**config.mk**
```make
export PLATFORM = sky130hd
export DESIGN_NAME = rtm_timer
export DESIGN_NICKNAME = d
export VERILOG_FILES = /design/src/rtl/rtm_pkg.sv /design/src/rtl/rtm_reload_regs.sv /design/src/rtl/rtm_ctrl.sv /design/src/rtl/rtm_counter.sv /design/src/rtl/rtm_readback.sv /design/src/rtl/rtm_timer.sv
export SDC_FILE = /design/constraint.sdc
export NUM_CORES = 1
export LEC_CHECK = 0
export ABC_AREA = 1
export CORE_UTILIZATION = 60
export CTS_BUF_LIST = sky130_fd_sc_hd__clkbuf_16
export CTS_CLUSTER_SIZE = 8
export DETAILED_ROUTE_END_ITERATION = 8
export DONT_BUFFER_PORTS = 1
export GPL_ROUTABILITY_DRIVEN = 1
export PLACE_DENSITY = 0.86
export SLEW_MARGIN = 10
export SYNTH_ARGS = -nofsm -noshare
export SYNTH_HDL_FRONTEND = slang
export SYNTH_SLANG_ARGS = --single-unit
```
**constraint.sdc**
```tcl
create_clock -name clk -period 2 [get_ports clk]
set_clock_uncertainty 0.1 [all_clocks]
set_input_delay 0.1 -clock clk [delete_from_list [all_inputs] [get_ports clk]]
set_output_delay 0.1 -clock clk [all_outputs]
set_load 0.01 [all_outputs]
```
**src/rtl/rtm_pkg.sv**
```systemverilog
package rtm_pkg;
  // Register addresses on the byte bus
  localparam int unsigned ADDR_LO  = 0;
  localparam int unsigned ADDR_HI  = 1;
  localparam int unsigned ADDR_CTL = 2;
  // Bit positions inside the control byte
  localparam int unsigned CTL_EN    = 0;
  localparam int unsigned CTL_START = 1;
  localparam int unsigned CTL_UF    = 2;
endpackage

```
**src/rtl/rtm_reload_regs.sv**
```systemverilog
module rtm_reload_regs #(
  parameter int unsigned BUS_W  = 8,
  parameter int unsigned LANES  = 2,
  parameter int unsigned ADDR_W = 2,
  localparam int unsigned CNT_W = BUS_W * LANES
) (
  input  logic              clk,
  input  logic              rst_n,
  input  logic              wr,
  input  logic [ADDR_W-1:0] addr,
  input  logic [BUS_W-1:0]  wdata,
  output logic [CNT_W-1:0]  reload
);
  // One byte lane per bus address; lane g answers address g
  for (genvar g = 0; g < LANES; g++) begin : g_lane
    logic [BUS_W-1:0] lane_q;
    always_ff @(posedge clk or negedge rst_n) begin
      if (!rst_n) begin
        lane_q <= '0;
      end else if (wr && (addr == ADDR_W'(g))) begin
        lane_q <= wdata;
      end
    end
    assign reload[g*BUS_W +: BUS_W] = lane_q;
  end
endmodule

```
**src/rtl/rtm_ctrl.sv**
```systemverilog
module rtm_ctrl
  import rtm_pkg::*;
#(
  parameter int unsigned ADDR_W = 2
) (
  input  logic              clk,
  input  logic              rst_n,
  input  logic              wr,
  input  logic [ADDR_W-1:0] addr,
  input  logic              en_bit,
  input  logic              start_bit,
  input  logic              clr_bit,
  input  logic              uf_set,
  output logic              en,
  output logic              start,
  output logic              uf
);
  logic ctl_wr;

  assign ctl_wr = wr && (addr == ADDR_W'(ADDR_CTL));
  // A start only counts when the same write leaves counting enabled
  assign start  = ctl_wr && start_bit && en_bit;

  always_ff @(posedge clk or negedge rst_n) begin
    if (!rst_n) begin
      en <= 1'b0;
    end else if (ctl_wr) begin
      en <= en_bit;
    end
  end

  // Setting wins over a clear in the same cycle
  always_ff @(posedge clk or negedge rst_n) begin
    if (!rst_n) begin
      uf <= 1'b0;
    end else if (uf_set) begin
      uf <= 1'b1;
    end else if (ctl_wr && clr_bit) begin
      uf <= 1'b0;
    end
  end
endmodule

```
**src/rtl/rtm_counter.sv**
```systemverilog
module rtm_counter #(
  parameter int unsigned CNT_W = 16
) (
  input  logic             clk,
  input  logic             rst_n,
  input  logic             start,
  input  logic             en,
  input  logic             tick,
  input  logic [CNT_W-1:0] reload,
  output logic [CNT_W-1:0] count,
  output logic             uf_set
);
  logic step;

  assign step   = en && tick && !start;
  assign uf_set = step && (count == '0);

  always_ff @(posedge clk or negedge rst_n) begin
    if (!rst_n) begin
      count <= '0;
    end else if (start) begin
      count <= reload;
    end else if (step) begin
      if (count == '0) begin
        count <= reload;
      end else begin
        count <= count - 1'b1;
      end
    end
  end
endmodule

```
**src/rtl/rtm_readback.sv**
```systemverilog
module rtm_readback
  import rtm_pkg::*;
#(
  parameter int unsigned BUS_W  = 8,
  parameter int unsigned ADDR_W = 2,
  localparam int unsigned CNT_W = 2 * BUS_W
) (
  input  logic              clk,
  input  logic              rst_n,
  input  logic              rd,
  input  logic [ADDR_W-1:0] addr,
  input  logic [CNT_W-1:0]  count,
  input  logic              en,
  input  logic              uf,
  output logic [BUS_W-1:0]  rdata,
  output logic              rvalid,
  output logic [BUS_W-1:0]  shadow
);
  logic [BUS_W-1:0] ctl_byte;
  logic [BUS_W-1:0] rd_mux;

  always_comb begin
    ctl_byte         = '0;
    ctl_byte[CTL_EN] = en;
    ctl_byte[CTL_UF] = uf;
  end

  always_comb begin
    if (addr == ADDR_W'(ADDR_LO)) begin
      rd_mux = shadow;
    end else if (addr == ADDR_W'(ADDR_HI)) begin
      rd_mux = count[CNT_W-1 -: BUS_W];
    end else if (addr == ADDR_W'(ADDR_CTL)) begin
      rd_mux = ctl_byte;
    end else begin
      rd_mux = '0;
    end
  end

  // High-byte read freezes the matching low byte
  always_ff @(posedge clk or negedge rst_n) begin
    if (!rst_n) begin
      shadow <= '0;
    end else if (rd && (addr == ADDR_W'(ADDR_HI))) begin
      shadow <= count[BUS_W-1:0];
    end
  end

  always_ff @(posedge clk or negedge rst_n) begin
    if (!rst_n) begin
      rdata  <= '0;
      rvalid <= 1'b0;
    end else begin
      rvalid <= rd;
      if (rd) begin
        rdata <= rd_mux;
      end
    end
  end
endmodule

```
**src/rtl/rtm_timer.sv**
```systemverilog
module rtm_timer
  import rtm_pkg::*;
#(
  parameter int unsigned BUS_W  = 8,
  parameter int unsigned ADDR_W = 2,
  localparam int unsigned CNT_W = 2 * BUS_W
) (
  input  logic              clk,
  input  logic              rst_n,
  input  logic [ADDR_W-1:0] bus_addr,
  input  logic              bus_wr,
  input  logic              bus_rd,
  input  logic [BUS_W-1:0]  bus_wdata,
  output logic [BUS_W-1:0]  bus_rdata,
  output logic              bus_rvalid,
  input  logic              tick,
  output logic [CNT_W-1:0]  count_o,
  output logic              underflow_o
);
  logic [CNT_W-1:0] reload;
  logic [CNT_W-1:0] count;
  logic [BUS_W-1:0] shadow;
  logic             en;
  logic             start;
  logic             uf;
  logic             uf_set;

  rtm_reload_regs #(.BUS_W(BUS_W), .LANES(2), .ADDR_W(ADDR_W)) u_reload (
    .clk    (clk),
    .rst_n  (rst_n),
    .wr     (bus_wr),
    .addr   (bus_addr),
    .wdata  (bus_wdata),
    .reload (reload)
  );

  rtm_ctrl #(.ADDR_W(ADDR_W)) u_ctrl (
    .clk       (clk),
    .rst_n     (rst_n),
    .wr        (bus_wr),
    .addr      (bus_addr),
    .en_bit    (bus_wdata[CTL_EN]),
    .start_bit (bus_wdata[CTL_START]),
    .clr_bit   (bus_wdata[CTL_UF]),
    .uf_set    (uf_set),
    .en        (en),
    .start     (start),
    .uf        (uf)
  );

  rtm_counter #(.CNT_W(CNT_W)) u_counter (
    .clk    (clk),
    .rst_n  (rst_n),
    .start  (start),
    .en     (en),
    .tick   (tick),
    .reload (reload),
    .count  (count),
    .uf_set (uf_set)
  );

  rtm_readback #(.BUS_W(BUS_W), .ADDR_W(ADDR_W)) u_readback (
    .clk    (clk),
    .rst_n  (rst_n),
    .rd     (bus_rd),
    .addr   (bus_addr),
    .count  (count),
    .en     (en),
    .uf     (uf),
    .rdata  (bus_rdata),
    .rvalid (bus_rvalid),
    .shadow (shadow)
  );

  assign count_o     = count;
  assign underflow_o = uf;
endmodule

```
### Yosys cells after proc, flatten, opt, wreduce, memory -nomap -nowiden

Index checks and enable logic that the tools add are counted.

| storage, ports and cells | value |
|---|---|
| RAM bits | 0 |
| memories | 0 |
| ROM bits | 0 |
| word-level logic and storage cells | 34 |
| register bits | 51 |
| bits in latches | 0 |

| cells by class | value |
|---|---|
| multiplexer cells | 8 |
| reduce and logical (&&, ||, !) cells | 15 |
| bitwise operators | 0 |
| shift operators | 0 |
| div/mod/pow operators | 0 |
| $add $sub $neg | 1 |
| $lt $le $gt $ge | 0 |
| eq/ne operators | 2 |
| multipliers | 0 |

Operators with widths:

| kind | count |
|---|---|
| $mux W16 | 3 |
| $logic_not A16 Y1 | 1 |
| $mux W8 | 2 |
| $sub A16 B1 Y16 const B | 1 |
| $logic_and A1 B1 Y1 | 10 |
| $reduce_bool A2 Y1 | 2 |
| $mux W3 | 1 |
| $eq A2 B1 Y1 const B | 1 |
| $eq A2 B2 Y1 const B | 1 |
| $logic_not A2 Y1 | 1 |
| $mux W1 | 2 |
| $logic_not A1 Y1 | 1 |

### Longest topological paths before layout

Gate-level depths: netlist of the first run.

| logic depth | value |
|---|---|
| depth after elaboration | 8 |
| gate-level depth with buffers | 10 |
| gate-level depth less buffers | 10 |

### Cells and area by module

A second synthesis of the first run with hierarchy kept.

| unflattened totals | value |
|---|---|
| cell total of the unflattened synthesis | 384 |
| area, all modules | 2,901.5 um^2 |

Modules (own cells, without submodules):

| module | cells each | area each (um^2) | times used |
|---|---|---|---|
| rtm_counter | 211 | 1,325.0 | 1 |
| rtm_readback | 89 | 773.2 | 1 |
| rtm_reload_regs | 71 | 695.7 | 1 |
| rtm_ctrl | 13 | 107.6 | 1 |

### Worst setup path before layout of the first run

OpenSTA, ideal clock, no wires.

| timing | value |
|---|---|
| kind | reg2reg |
| start | reg u_counter.count[0] |
| end | reg u_counter.count[5] |
| clock period less this slack | 1.652 ns |
| path slack | 0.348 ns |
| arrival | 1.435 ns |
| buffers on the path | 1 |
| cell stages (with the launch flop) | 11 |
| data required time | 1.783 ns |
| cell sequence | dfrtp_1 inv_1 ha_1 nand3_1 nor2_2 nand2_4 nand2_8 buf_12 nand2_1 nand3_1 nand2_1 |

| between the ends | value |
|---|---|
| cells in the longest elaborated chain, start to end | 4 |
| elaborated cells on any way between the ends | 5 |

Ends and longest elaborated chain:

| what | RTL line | RTL |
|---|---|---|
| from (decl) | rtm_counter.sv:10 | `output logic [CNT_W-1:0] count,` |
| from (signal assigned) | rtm_counter.sv:22 | `count <= reload;` |
| from (signal assigned) | rtm_counter.sv:25 | `count <= reload;` |
| from (signal assigned) | rtm_counter.sv:27 | `count <= count - 1'b1;` |
| $sub A16 B1 Y16 / $logic_not A16 Y1 (equally long branches) | rtm_counter.sv:27, rtm_counter.sv:24 |  |
| $mux W16 (*) | rtm_counter.sv:24 | `if (count == '0) begin` |
| $mux W16 (*) | rtm_counter.sv:23 | `end else if (step) begin` |
| $mux W16 (*) | rtm_counter.sv:21 | `end else if (start) begin` |

Every way passes the cells marked *; elsewhere a longest branch is shown, timed or not. The select of a mux whose other input is x is not followed.
A chain may end at the register's enable or synchronous reset.

### Worst setup path after layout of the first run

| timing | value |
|---|---|
| start | reg u_counter.count[6] |
| end | reg u_counter.count[0] |

| between the ends | value |
|---|---|
| cells in the longest elaborated chain, start to end | 4 |

Ends and longest elaborated chain:

| what | RTL line |
|---|---|
| $logic_not A16 Y1 | rtm_counter.sv:24 |
| $mux W16 | rtm_counter.sv:24 |
| $mux W16 | rtm_counter.sv:23 |
| $mux W16 | rtm_counter.sv:21 |

Every way passes these cells. The select of a mux whose other input is x is not followed.

==> run_results.csv, run 1 <==
group,metric,value,unit
cts,cts.path.max_buffers,2,
sta,relSlewSlack,56.8,%
placed_design,port_buffers,0,
power,pwr-share-seq,40.5,%
power,power_switching,1.80,mW
die,dieArea,0.00479,sq mm
cells_and_area,final_common_cell,"nand2_1",
sta,setup_violations,0,
power,p_int,2.37,mW
sta,tns,0,ps
route,drtPass1Iterations,5,
cells_and_area,fin_util,70.0,%
synthesis,syn_nets,368,
sta,period_share,92.3,%
route,wl_per_cell,15.0,microns
route,met1_length,2760,microns
cts,cts.clk_slew.worst_paths,70,ps
grt,grt_pass1_vias,2296,
cts,cts_root_buf,"clkbuf_16",
route,num_vias,2379,
power,p_sw_share,43.1,%
power,power_frac_clock,19.9,%
critical_path,critical_path_buf_inv_count,1,
synthesis,ys_seq_elements,51,
cells_and_area,antennaDiodeCount,0,
power,power_density,1370,mW/mm^2
cts,clock_sinks,51,
cts,cts_setup_buffers,0,
critical_path,cp_max_fo,18,
route,drtIter0Drc,229,
run,cap_violations,0,
synthesis,yosysSeqAreaShare,47.1,%
route,met3_length,505,microns
synthesis,synth.cell_area,0.00271,sq mm
critical_path,end_kind,"flop",
synthesis,synth_cells,351,
placed_design,place_area,0.00276,sq mm
synthesis,synth_cell_types,27,
sta,finalHoldViolations,0,
grt,grt_pass1_wl,11000,microns
die,dieHeight,69.2,microns
worst_hold_path,hold_class,"input pin to flop",
critical_path,worstPathRequired,2060,ps
critical_path,max_stage_delay,510,ps
route,vias_per_cell,5.65,
route,maxUsedRoutingLayer,"met4",
placed_design,dp.cells,401,
route,routed_wl,6340,microns
cells_and_area,syn_to_final_growth,12.6,%
sta,max_freq,542,MHz
critical_path,crit_arrival,1910,ps
power,leakagePower,1.52,nW
power,p_comb_share,39.7,%
sta,tightest_slew,646,ps
route,wl_met2,2970,microns
cts,cts_buffers,5,
placed_design,gp_congestion,0.933,
critical_path,cp_slowest_cell,"dfrtp_1",
cells_and_area,fin_area,0.00305,sq mm
cts,cts_tree,"built",
cells_and_area,fin_nets,385,
critical_path,critical_path.top_delay_family,"simple AND/OR/NAND/NOR gates",
grt,grt_usage,29.0,%
cells_and_area,fin_cells,421,
synthesis,ys.warnings.count,0,
die,fp.coreArea,0.00435,sq mm
grt,grt_overflow_total,0,
cells_and_area,fill_cells,357,
critical_path,crit_type,"flop to flop",
die,design.portCount,41,
grt,antenna_found_initial,0,
route,detail-route-antenna-nets,0,
die,fp.dieW,69.2,microns
die,start_util,62.2,%
cells_and_area,layout_common_cells,"nand2_1 (113), dfrtp_1 (51), inv_1 (47)",
critical_path,cp-start-kind,"flop",
cells_and_area,drive_gt1_share,11.1,%
cts,clock_latency,290,ps
run_status,outcome,"completed",
route,drc,0,
grt,grt_max_degree,52,
sta,rsz0062_at_grt,"no",
cts,h-tree-depth,2,
power,ir_worst_vdd,0.618,mV
synthesis,postSynthAreaPerCell,7.71,sq um
sta,min_period,1850,ps
critical_path,cp_cell_sequence,"nor2_2 -> nand2_1 -> nor2_4 -> nand2_4 -> nand2_8 -> inv_2 -> nor2_1 -> o21ai_0",
sta,maxSlewViolCount,0,
die,placementRows,24,
placed_design,hpwlAfterDp,4560,microns
==> registers in the layout (all words and copies together) (netlist names) <==
| register | cells |
|---|---|
| u_reload.g_lane.lane_q | 16 |
| u_readback.shadow | 8 |
| u_ctrl.uf | 1 |
| u_readback.rdata | 8 |
| u_readback.rvalid | 1 |
| u_counter.count | 16 |
| u_ctrl.en | 1 |
==> power by group through the flow <==
stage,registers [mW],logic (mW),clock network [mW]
2_1_floorplan,1.70,1.10,0
3_3_place_gp,1.69,1.51,0
3_5_place_dp,1.70,1.56,0
4_1_cts,1.68,1.62,0.837
5_1_grt,1.72,1.88,0.884
6_report,1.69,1.65,0.829
==> final timing paths <==
kind,to,startpoint,depth (start not counted),slack (ps)
setup / recovery,u_counter.count[0],u_counter.count[6],8,150
hold / removal,u_ctrl.uf,bus_addr[1],5,10
setup reg to reg,u_counter.count[0],u_counter.count[6],8,150
hold reg to reg,u_reload.g_lane[1].lane_q[5],u_reload.g_lane[1].lane_q[5],2,390
max in group asynchronous,u_counter.count[7],rst_n,2,1340
min in group asynchronous,u_readback.rdata[0],rst_n,2,240
==> final cells by class <==
cell class                      count  area, sq um  share of cell area, %
Timing Repair Buffer               19          190                   6.24
Inverter                           50          188                   6.16
Multi-Input combinational cell    241         1180                   38.8
Tap cell                           52         65.1                   2.13
Clock buffer                        5          125                   4.11
Sequential cell                    51         1280                   41.9
Clock inverter                      3         20.0                  0.657
==> kinds of logic (layout without fill, tap and decap cells) <==
group	count (synthesis)	in the layout	synth area share (%)
muxes	1	1	0.416
AOI/OAI and AO/OA	51	51	11.1
and+or+nand+nor	186	186	30.8
xor gates and xnor gates	1	1	0.324
buffers and inverters	59	77	9.24
DFF	51	51	47.1
adders and majority gates	2	2	0.924
==> synth_stat cells <==
cell | instances | area (sq um)
o21ai_0 | 36 | 180
nand3_4 | 1 | 17.5
nand2_4 | 2 | 22.5
o211ai_1 | 2 | 15.0
nor3_1 | 1 | 5.00
a21oi_1 | 2 | 10.0
nand4_1 | 5 | 31.3
nor2_4 | 2 | 22.5
ha_1 | 2 | 25.0
buf_4 | 1 | 7.51
buf_12 | 1 | 20.0
nand3_1 | 34 | 170
nor2_1 | 19 | 71.3
o221ai_1 | 4 | 35.0
dfrtp_1 | 51 | 1280
buf_2 | 1 | 5.00
nand2_1 | 113 | 424
a21oi_2 | 7 | 61.3
mux2_2 | 1 | 11.3
inv_2 | 3 | 11.3
xnor2_1 | 1 | 8.76
nand2_2 | 1 | 6.26
inv_1 | 47 | 176
nor2_2 | 7 | 43.8
clkbuf_1 | 5 | 18.8
buf_6 | 1 | 11.3
nand2_8 | 1 | 20.0
==> metal layers <==
metal / track usage, % / vias up
met5: 0 / -
met1: 39.5 / 1087
met4: 7.71 / 0
met3: 7.12 / 15
met2: 46.7 / 122
li1: - / 1155
==> through the flow <==
stage | hold slack (ps) | worst slack (ps) | power [mW]
after floorplan | -296 | 348 | 2.79
after global placement | -295 | 234 | 3.20
after detailed placement | -295 | 199 | 3.26
after CTS | 8.87 | 180 | 4.14
after global routing | 38.1 | 31.8 | 4.48
final | 11.1 | 154 | 4.17
==> worst register-to-register path, stage by stage, from the launching register on <==
cell and delay [ps]:
dfrtp_1 510, nor2_2 220, nand2_1 140, nor2_4 160
nand2_4 120, nand2_8 150, inv_2 120, nor2_1 110
o21ai_0 90
==> what timing repair did <==
item | CTS | global route
endpoints found under the setup margin | 0 | 1
gates resized for setup | 0 | 1
hold buffers | 12 | 0
endpoints found under the hold margin | 71 | 0
No activity file was read; power rests on OpenSTA's default activity.
==> run 2: changes to the inputs <==
--- a/config.mk
+++ b/config.mk
@@ -5,7 +5,7 @@
 export SDC_FILE = /design/constraint.sdc
 export NUM_CORES = 1
 export LEC_CHECK = 0
-export ABC_AREA = 1
+export ABC_AREA = 0
 export CORE_UTILIZATION = 60
 export CTS_BUF_LIST = sky130_fd_sc_hd__clkbuf_16
 export CTS_CLUSTER_SIZE = 8
==> run_results.csv, run 2 <==
group,metric,value,unit
synthesis,synth-async-reset-ratio,100,%
synthesis,postSynthAreaPerCell,10.5,sq um
placed_design,port_buffers,0,
worst_hold_path,hold_class,"input pin to flop",
synthesis,synth-edff-count,0,
worst_hold_path,holdPathEnd,"u_ctrl.uf",
critical_path,max_stage_delay,470,ps
worst_hold_path,min_from,"tick",
synthesis,syn_nets,260,
route,routed_wl,6390,microns
synthesis,yosys_most_used_dff,"dfrtp_1",
critical_path,rr_worst_depth,5,
sta,period_share,97.0,%
die,fp.dieW,67.2,microns
route,drc,0,
power,ir_worst_vdd,0.694,mV
sta,tns,0,ps
critical_path,crit_type,"flop to flop",
synthesis,synth_cells,243,
grt,antenna_found_initial,0,
synthesis,yosys-top-cells-count,"dfrtp_1 (51), nand2_1 (22), mux2_2 (19)",
synthesis,yosysSeqAreaShare,50.0,%
cells_and_area,syn_to_final_growth,20.9,%
sta,min_period,1940,ps
cells_and_area,antennaDiodeCount,0,
worst_hold_path,hold_path_depth,2,
cts,cts.clk_slew.worst_paths,60,ps
die,placementRows,23,
route,drtPass1Iterations,5,
critical_path,worstPathRequired,2070,ps
sta,tightest_slew,494,ps
critical_path,regToRegStartpoint,"u_counter.count[4]",
cells_and_area,seq_area,0.00128,sq mm
route,num_vias,2128,
synthesis,ys.warnings.count,0,
cts,cts_setup_buffers,0,
cells_and_area,top_regs,"u_counter.count (16), u_reload.g_lane.lane_q (16)",
die,design.portCount,41,
placed_design,gp_congestion,0.911,
critical_path,cp_max_fo,5,
grt,grt_overflow_total,0,
die,fp.coreArea,0.00403,sq mm
sta,worst_hold_slack,32.5,ps
cts,clock_latency,290,ps
cts,cts_buffers,5,
die,dieArea,0.00452,sq mm
die,start_util,63.3,%
cells_and_area,drive_gt1_share,25.7,%
critical_path,cp-start-kind,"flop",
run_status,outcome,"completed",
power,p_total,3.23,mW
grt,grt_pass1_vias,2016,
synthesis,ys_seq_elements,51,
run,cap_violations,0,
cts,clock_sinks,51,
cells_and_area,fin_nets,292,
placed_design,pre_cts_slack,0.167,ps
route,drtIter0Drc,179,
critical_path,rr_endpoint,"u_counter.count[15]",
cells_and_area,final_common_cell,"dfrtp_1",
cts,cts_tree,"built",
critical_path,cp_cell_sequence,"nor3_2 -> buf_4 -> nand2_1 -> o41a_1 -> o22a_1",
grt,grt_usage,30.8,%
synthesis,post-synth-top-count-cell,"dfrtp_1",
synthesis,synth.cell_area,0.00255,sq mm
sta,max_freq,516,MHz
route,wl_per_cell,19.6,microns
sta,maxSlewViolCount,0,
critical_path,crit_arrival,2010,ps
critical_path,end_kind,"flop",
cts,h-tree-depth,2,
power,power_density,1050,mW/mm^2
synthesis,synth_cell_types,45,
cts,cts.path.max_buffers,2,
die,dieHeight,67.2,microns
placed_design,hpwlAfterDp,4520,microns
sta,relSlewSlack,67.0,%
sta,setup_violations,0,
synthesis,yosysTopAreaCell,"dfrtp_1",
sta,worst_slack,60.8,ps
synthesis,synth_area_leaders,"dfrtp_1 (50%), mux2_2 (8.4%), mux2i_1 (3.5%)",
power,leakagePower,1.33,nW
grt,grt_max_degree,52,
cts,cts_root_buf,"clkbuf_16",
critical_path,r2r_setup_slack,60,ps
sta,finalHoldViolations,0,
grt,grt_pass1_wl,9870,microns
cells_and_area,multi_input_area,0.00121,sq mm
route,vias_per_cell,6.53,
cells_and_area,layout_common_cells,"dfrtp_1 (50), buf_4 (22), nand2_1 (21)",
critical_path,cp_slowest_cell,"dfrtp_1",
synthesis,synth.top_cell.area_share,50.0,%
route,detail-route-antenna-nets,0,
cells_and_area,fill_cells,273,
[run 2: cells by family (layout without fill, tap and decap cells)]
logic type | after synthesis | after routing | share of synthesized area (%)
simple gates | 67 | 68 | 15.2
buf+inv | 30 | 62 | 5.25
flops | 51 | 51 | 50.0
fa+ha+maj | 2 | 2 | 0.981
compound gates | 63 | 63 | 15.8
mux | 30 | 30 | 12.8
[run 2: critical path, delay by kind of cell (launching register included)]
kind / cells / cell delay, ps
flip-flops: 1 / 470
AO/OA/AOI/OAI: 2 / 540
buffers and inverters: 1 / 200
AND/OR/NAND/NOR: 2 / 520
[run 2: cell type report]
| type | instances | share of cell area (%) |
|---|---|---|
| clock buffers | 5 | 4.06 |
| clock inverters | 3 | 0.365 |
| inverters | 17 | 2.07 |
| multi-input cells | 163 | 39.4 |
| flip-flops and latches | 51 | 41.4 |
| well taps | 50 | 2.03 |
| repair buffers | 37 | 10.7 |
[run 2: what timing repair did]
item / CTS / global route
gates resized for setup: 1 / 18
cloned: 0 / 2
hold endpoints to repair: 78 / 0
endpoints found under the setup margin: 2 / 15
pin swaps: 0 / 4
hold buffers: 12 / 0
[run 2: worst max-delay path by stage]
| stage | end | from |
|---|---|---|
| after global routing | u_counter.count[3] | u_counter.count[0] |
| final | u_counter.count[15] | u_counter.count[4] |
| after detailed placement | u_counter.count[9] | u_counter.count[0] |
| after global placement | u_counter.count[9] | u_counter.count[0] |
| after CTS | u_counter.count[9] | u_counter.count[0] |
| after floorplan | u_counter.count[10] | u_counter.count[0] |
[run 2: metrics by stage]
step / instances / utilization (%) / area [sq um]
after floorplan: 243 / - / 2550
after global placement: 304 / 67.6 / 2720
after detailed placement: 304 / 67.6 / 2720
after CTS: 324 / 74.4 / 3000
after global routing: 326 / 76.6 / 3080
final: 326 / 76.6 / 3080
[run 2: power breakdown]
| group | total [mW] | leakage (nW) | internal, mW | switching [mW] |
|---|---|---|---|---|
| registers | 1.55 | 0.592 | 1.29 | 0.261 |
| clock network | 0.793 | 0.0701 | 0.450 | 0.343 |
| logic | 0.889 | 0.664 | 0.409 | 0.479 |
| total | 3.23 | 1.33 | 2.15 | 1.08 |
[run 2: per-layer routing]
metal  vias to the layer above  part of all wire (%)  track usage, %  wire length, microns
li1                        943                     -               -                     -
met3                        21                   7.1            7.60                   454
met4                         0                   2.9            13.3                   188
met1                      1057                    40            40.2                  2570
met2                       107                    50            48.8                  3170
met5                         -                     0               0                     0
==> run 3: changes to the inputs <==
--- a/config.mk
+++ b/config.mk
@@ -5,13 +5,15 @@
 export SDC_FILE = /design/constraint.sdc
 export NUM_CORES = 1
 export LEC_CHECK = 0
-export ABC_AREA = 0
+export ABC_AREA = 1
+export CORE_MARGIN = 2
 export CORE_UTILIZATION = 60
 export CTS_BUF_LIST = sky130_fd_sc_hd__clkbuf_16
 export CTS_CLUSTER_SIZE = 8
 export DETAILED_ROUTE_END_ITERATION = 8
 export DONT_BUFFER_PORTS = 1
 export GPL_ROUTABILITY_DRIVEN = 1
+export HOLD_SLACK_MARGIN = 0.03
 export PLACE_DENSITY = 0.86
 export SLEW_MARGIN = 10
 export SYNTH_ARGS = -nofsm -noshare
==> run_results.csv, run 3 (synthesis results as in run 1) <==
group,metric,value,unit
sta,rsz0062_at_grt,"no",
placed_design,dp.cells,402,
route,num_vias,2455,
placed_design,gp_congestion,0.944,
critical_path,regToRegStartpoint,"u_counter.count[1]",
die,dieHeight,71.2,microns
worst_hold_path,holdPathEnd,"u_ctrl.uf",
route,routed_wl,6550,microns
sta,tns,0,ps
grt,antenna_found_initial,0,
sta,period_share,95.9,%
grt,grt_usage,27.6,%
critical_path,rr_endpoint,"u_counter.count[8]",
grt,grt_overflow_total,0,
placed_design,pre_cts_slack,214,ps
worst_hold_path,hold_path_depth,5,
route,wl_per_cell,15.4,microns
cells_and_area,fin_util,71.1,%
grt,grt_busiest_layer,"met2",
grt,grt_pass1_vias,2332,
power,power_density,1400,mW/mm^2
cts,cts_buffers,5,
route,detail-route-antenna-nets,0,
cts,h-tree-depth,2,
sta,maxSlewViolCount,0,
critical_path,cp-start-kind,"flop",
placed_design,place_area,0.00277,sq mm
die,fp.coreArea,0.00435,sq mm
worst_hold_path,min_from,"bus_wr",
cts,cts_root_buf,"clkbuf_16",
sta,worst_hold_slack,29.6,ps
die,fp.dieW,71.2,microns
route,drtIter0Drc,213,
run,cap_violations,0,
sta,finalHoldViolations,0,
sta,setup_violations,0,
cells_and_area,drive_gt1_share,11.3,%
power,ir_worst_vdd,0.646,mV
cells_and_area,fin_area,0.00309,sq mm
sta,max_freq,521,MHz
route,drc,0,
die,dieArea,0.00507,sq mm
critical_path,r2r_setup_slack,80,ps
route,drtPass1Iterations,5,
die,placementRows,24,
route,vias_per_cell,5.79,
cells_and_area,antennaDiodeCount,0,
placed_design,port_buffers,0,
sta,relSlewSlack,58.6,%
grt,use_met3,6.84,%
cells_and_area,top_regs,"u_counter.count (16), u_reload.g_lane.lane_q (16)",
placed_design,hpwlAfterDp,4580,microns
cts,clock_latency,290,ps
cells_and_area,final_common_cell,"nand2_1",
die,start_util,62.2,%
sta,tightest_slew,619,ps
grt,use_met2,44.1,%
critical_path,rr_worst_depth,9,
critical_path,crit_type,"flop to flop",
cells_and_area,fin_cells,424,
critical_path,crit_arrival,2000,ps
cts,clock_sinks,51,
cells_and_area,fill_cells,343,
grt,grt_max_degree,52,
cells_and_area,fin_nets,388,
power,leakagePower,1.55,nW
cts,cts_tree,"built",
sta,worst_slack,81.5,ps
cts,cts_setup_buffers,0,
grt,met1_usage,35.6,%
cts,cts.clk_slew.worst_paths,60,ps
critical_path,cp_max_fo,5,
grt,grt_pass1_wl,11000,microns
run_status,outcome,"completed",
worst_hold_path,hold_class,"input pin to flop",
critical_path,end_kind,"flop",
cells_and_area,layout_common_cells,"nand2_1 (113), dfrtp_1 (51), inv_1 (47)",
power,p_total,4.33,mW
die,design.portCount,41,
critical_path,worstPathRequired,2080,ps
sta,min_period,1920,ps
cells_and_area,syn_to_final_growth,14.3,%
cts,cts.path.max_buffers,2,
[run 3: changes by cell type in the layout (fill, tap and decap cells not counted), sizes merged, moves of 9 or more]
cell,delta
buf,-17
inv,+32
mux2,-20
mux2i,-9
nand2,+95
nand3,+29
nor2,+16
o21ai,+17
[run 3: cell type report]
cell class                 instances  area [sq um]  area share [%]
tap                               52          65.1            2.10
sequential                        51          1280            41.2
inverter                          50           188            6.07
multi-input combinational        241          1180            38.3
clock buffer                       5           125            4.04
clock inverter                     3          38.8            1.25
timing repair buffer              22           218            7.04
[run 3: where the power goes]
group          switching, mW  total, mW  internal [mW]  leakage [nW]
logic                   1.12       1.71          0.589         0.810
registers              0.341       1.68           1.34         0.654
clock network          0.361      0.945          0.584        0.0812
total                   1.82       4.33           2.51          1.55
[run 3: routing by layer]
layer	share of wire, %	routed length (microns)	vias to the layer above
met5	0	0	-
met4	4.0	265	0
met3	9.0	586	28
met2	47	3050	131
met1	40	2650	1140
li1	-	-	1156
[run 3: worst max path at each step]
stage / startpoint / endpoint / slack, ps
floorplan: u_counter.count[0] / u_counter.count[5] / 350
finish: u_counter.count[1] / u_counter.count[8] / 80
global placement: u_counter.count[6] / u_counter.count[0] / 250
global route: u_counter.count[6] / u_counter.count[0] / 20
detailed placement: u_counter.count[1] / u_counter.count[0] / 210
CTS: u_counter.count[1] / u_counter.count[8] / 90
[run 3: what timing repair did]
item,4_1_cts,5_1_grt
hold endpoints to repair,72,0
gates resized for setup,0,1
setup endpoints to repair,0,2
hold buffers,14,0
[run 3: critical path: stages (launching register included)]
cell     delay [ps]
dfrtp_1         450
inv_1           170
ha_1            280
nand2_1         150
nor2_2          200
nand3_1         150
nand2_1         110
nand2_1          60
nand3_1          70
nand2_1          50
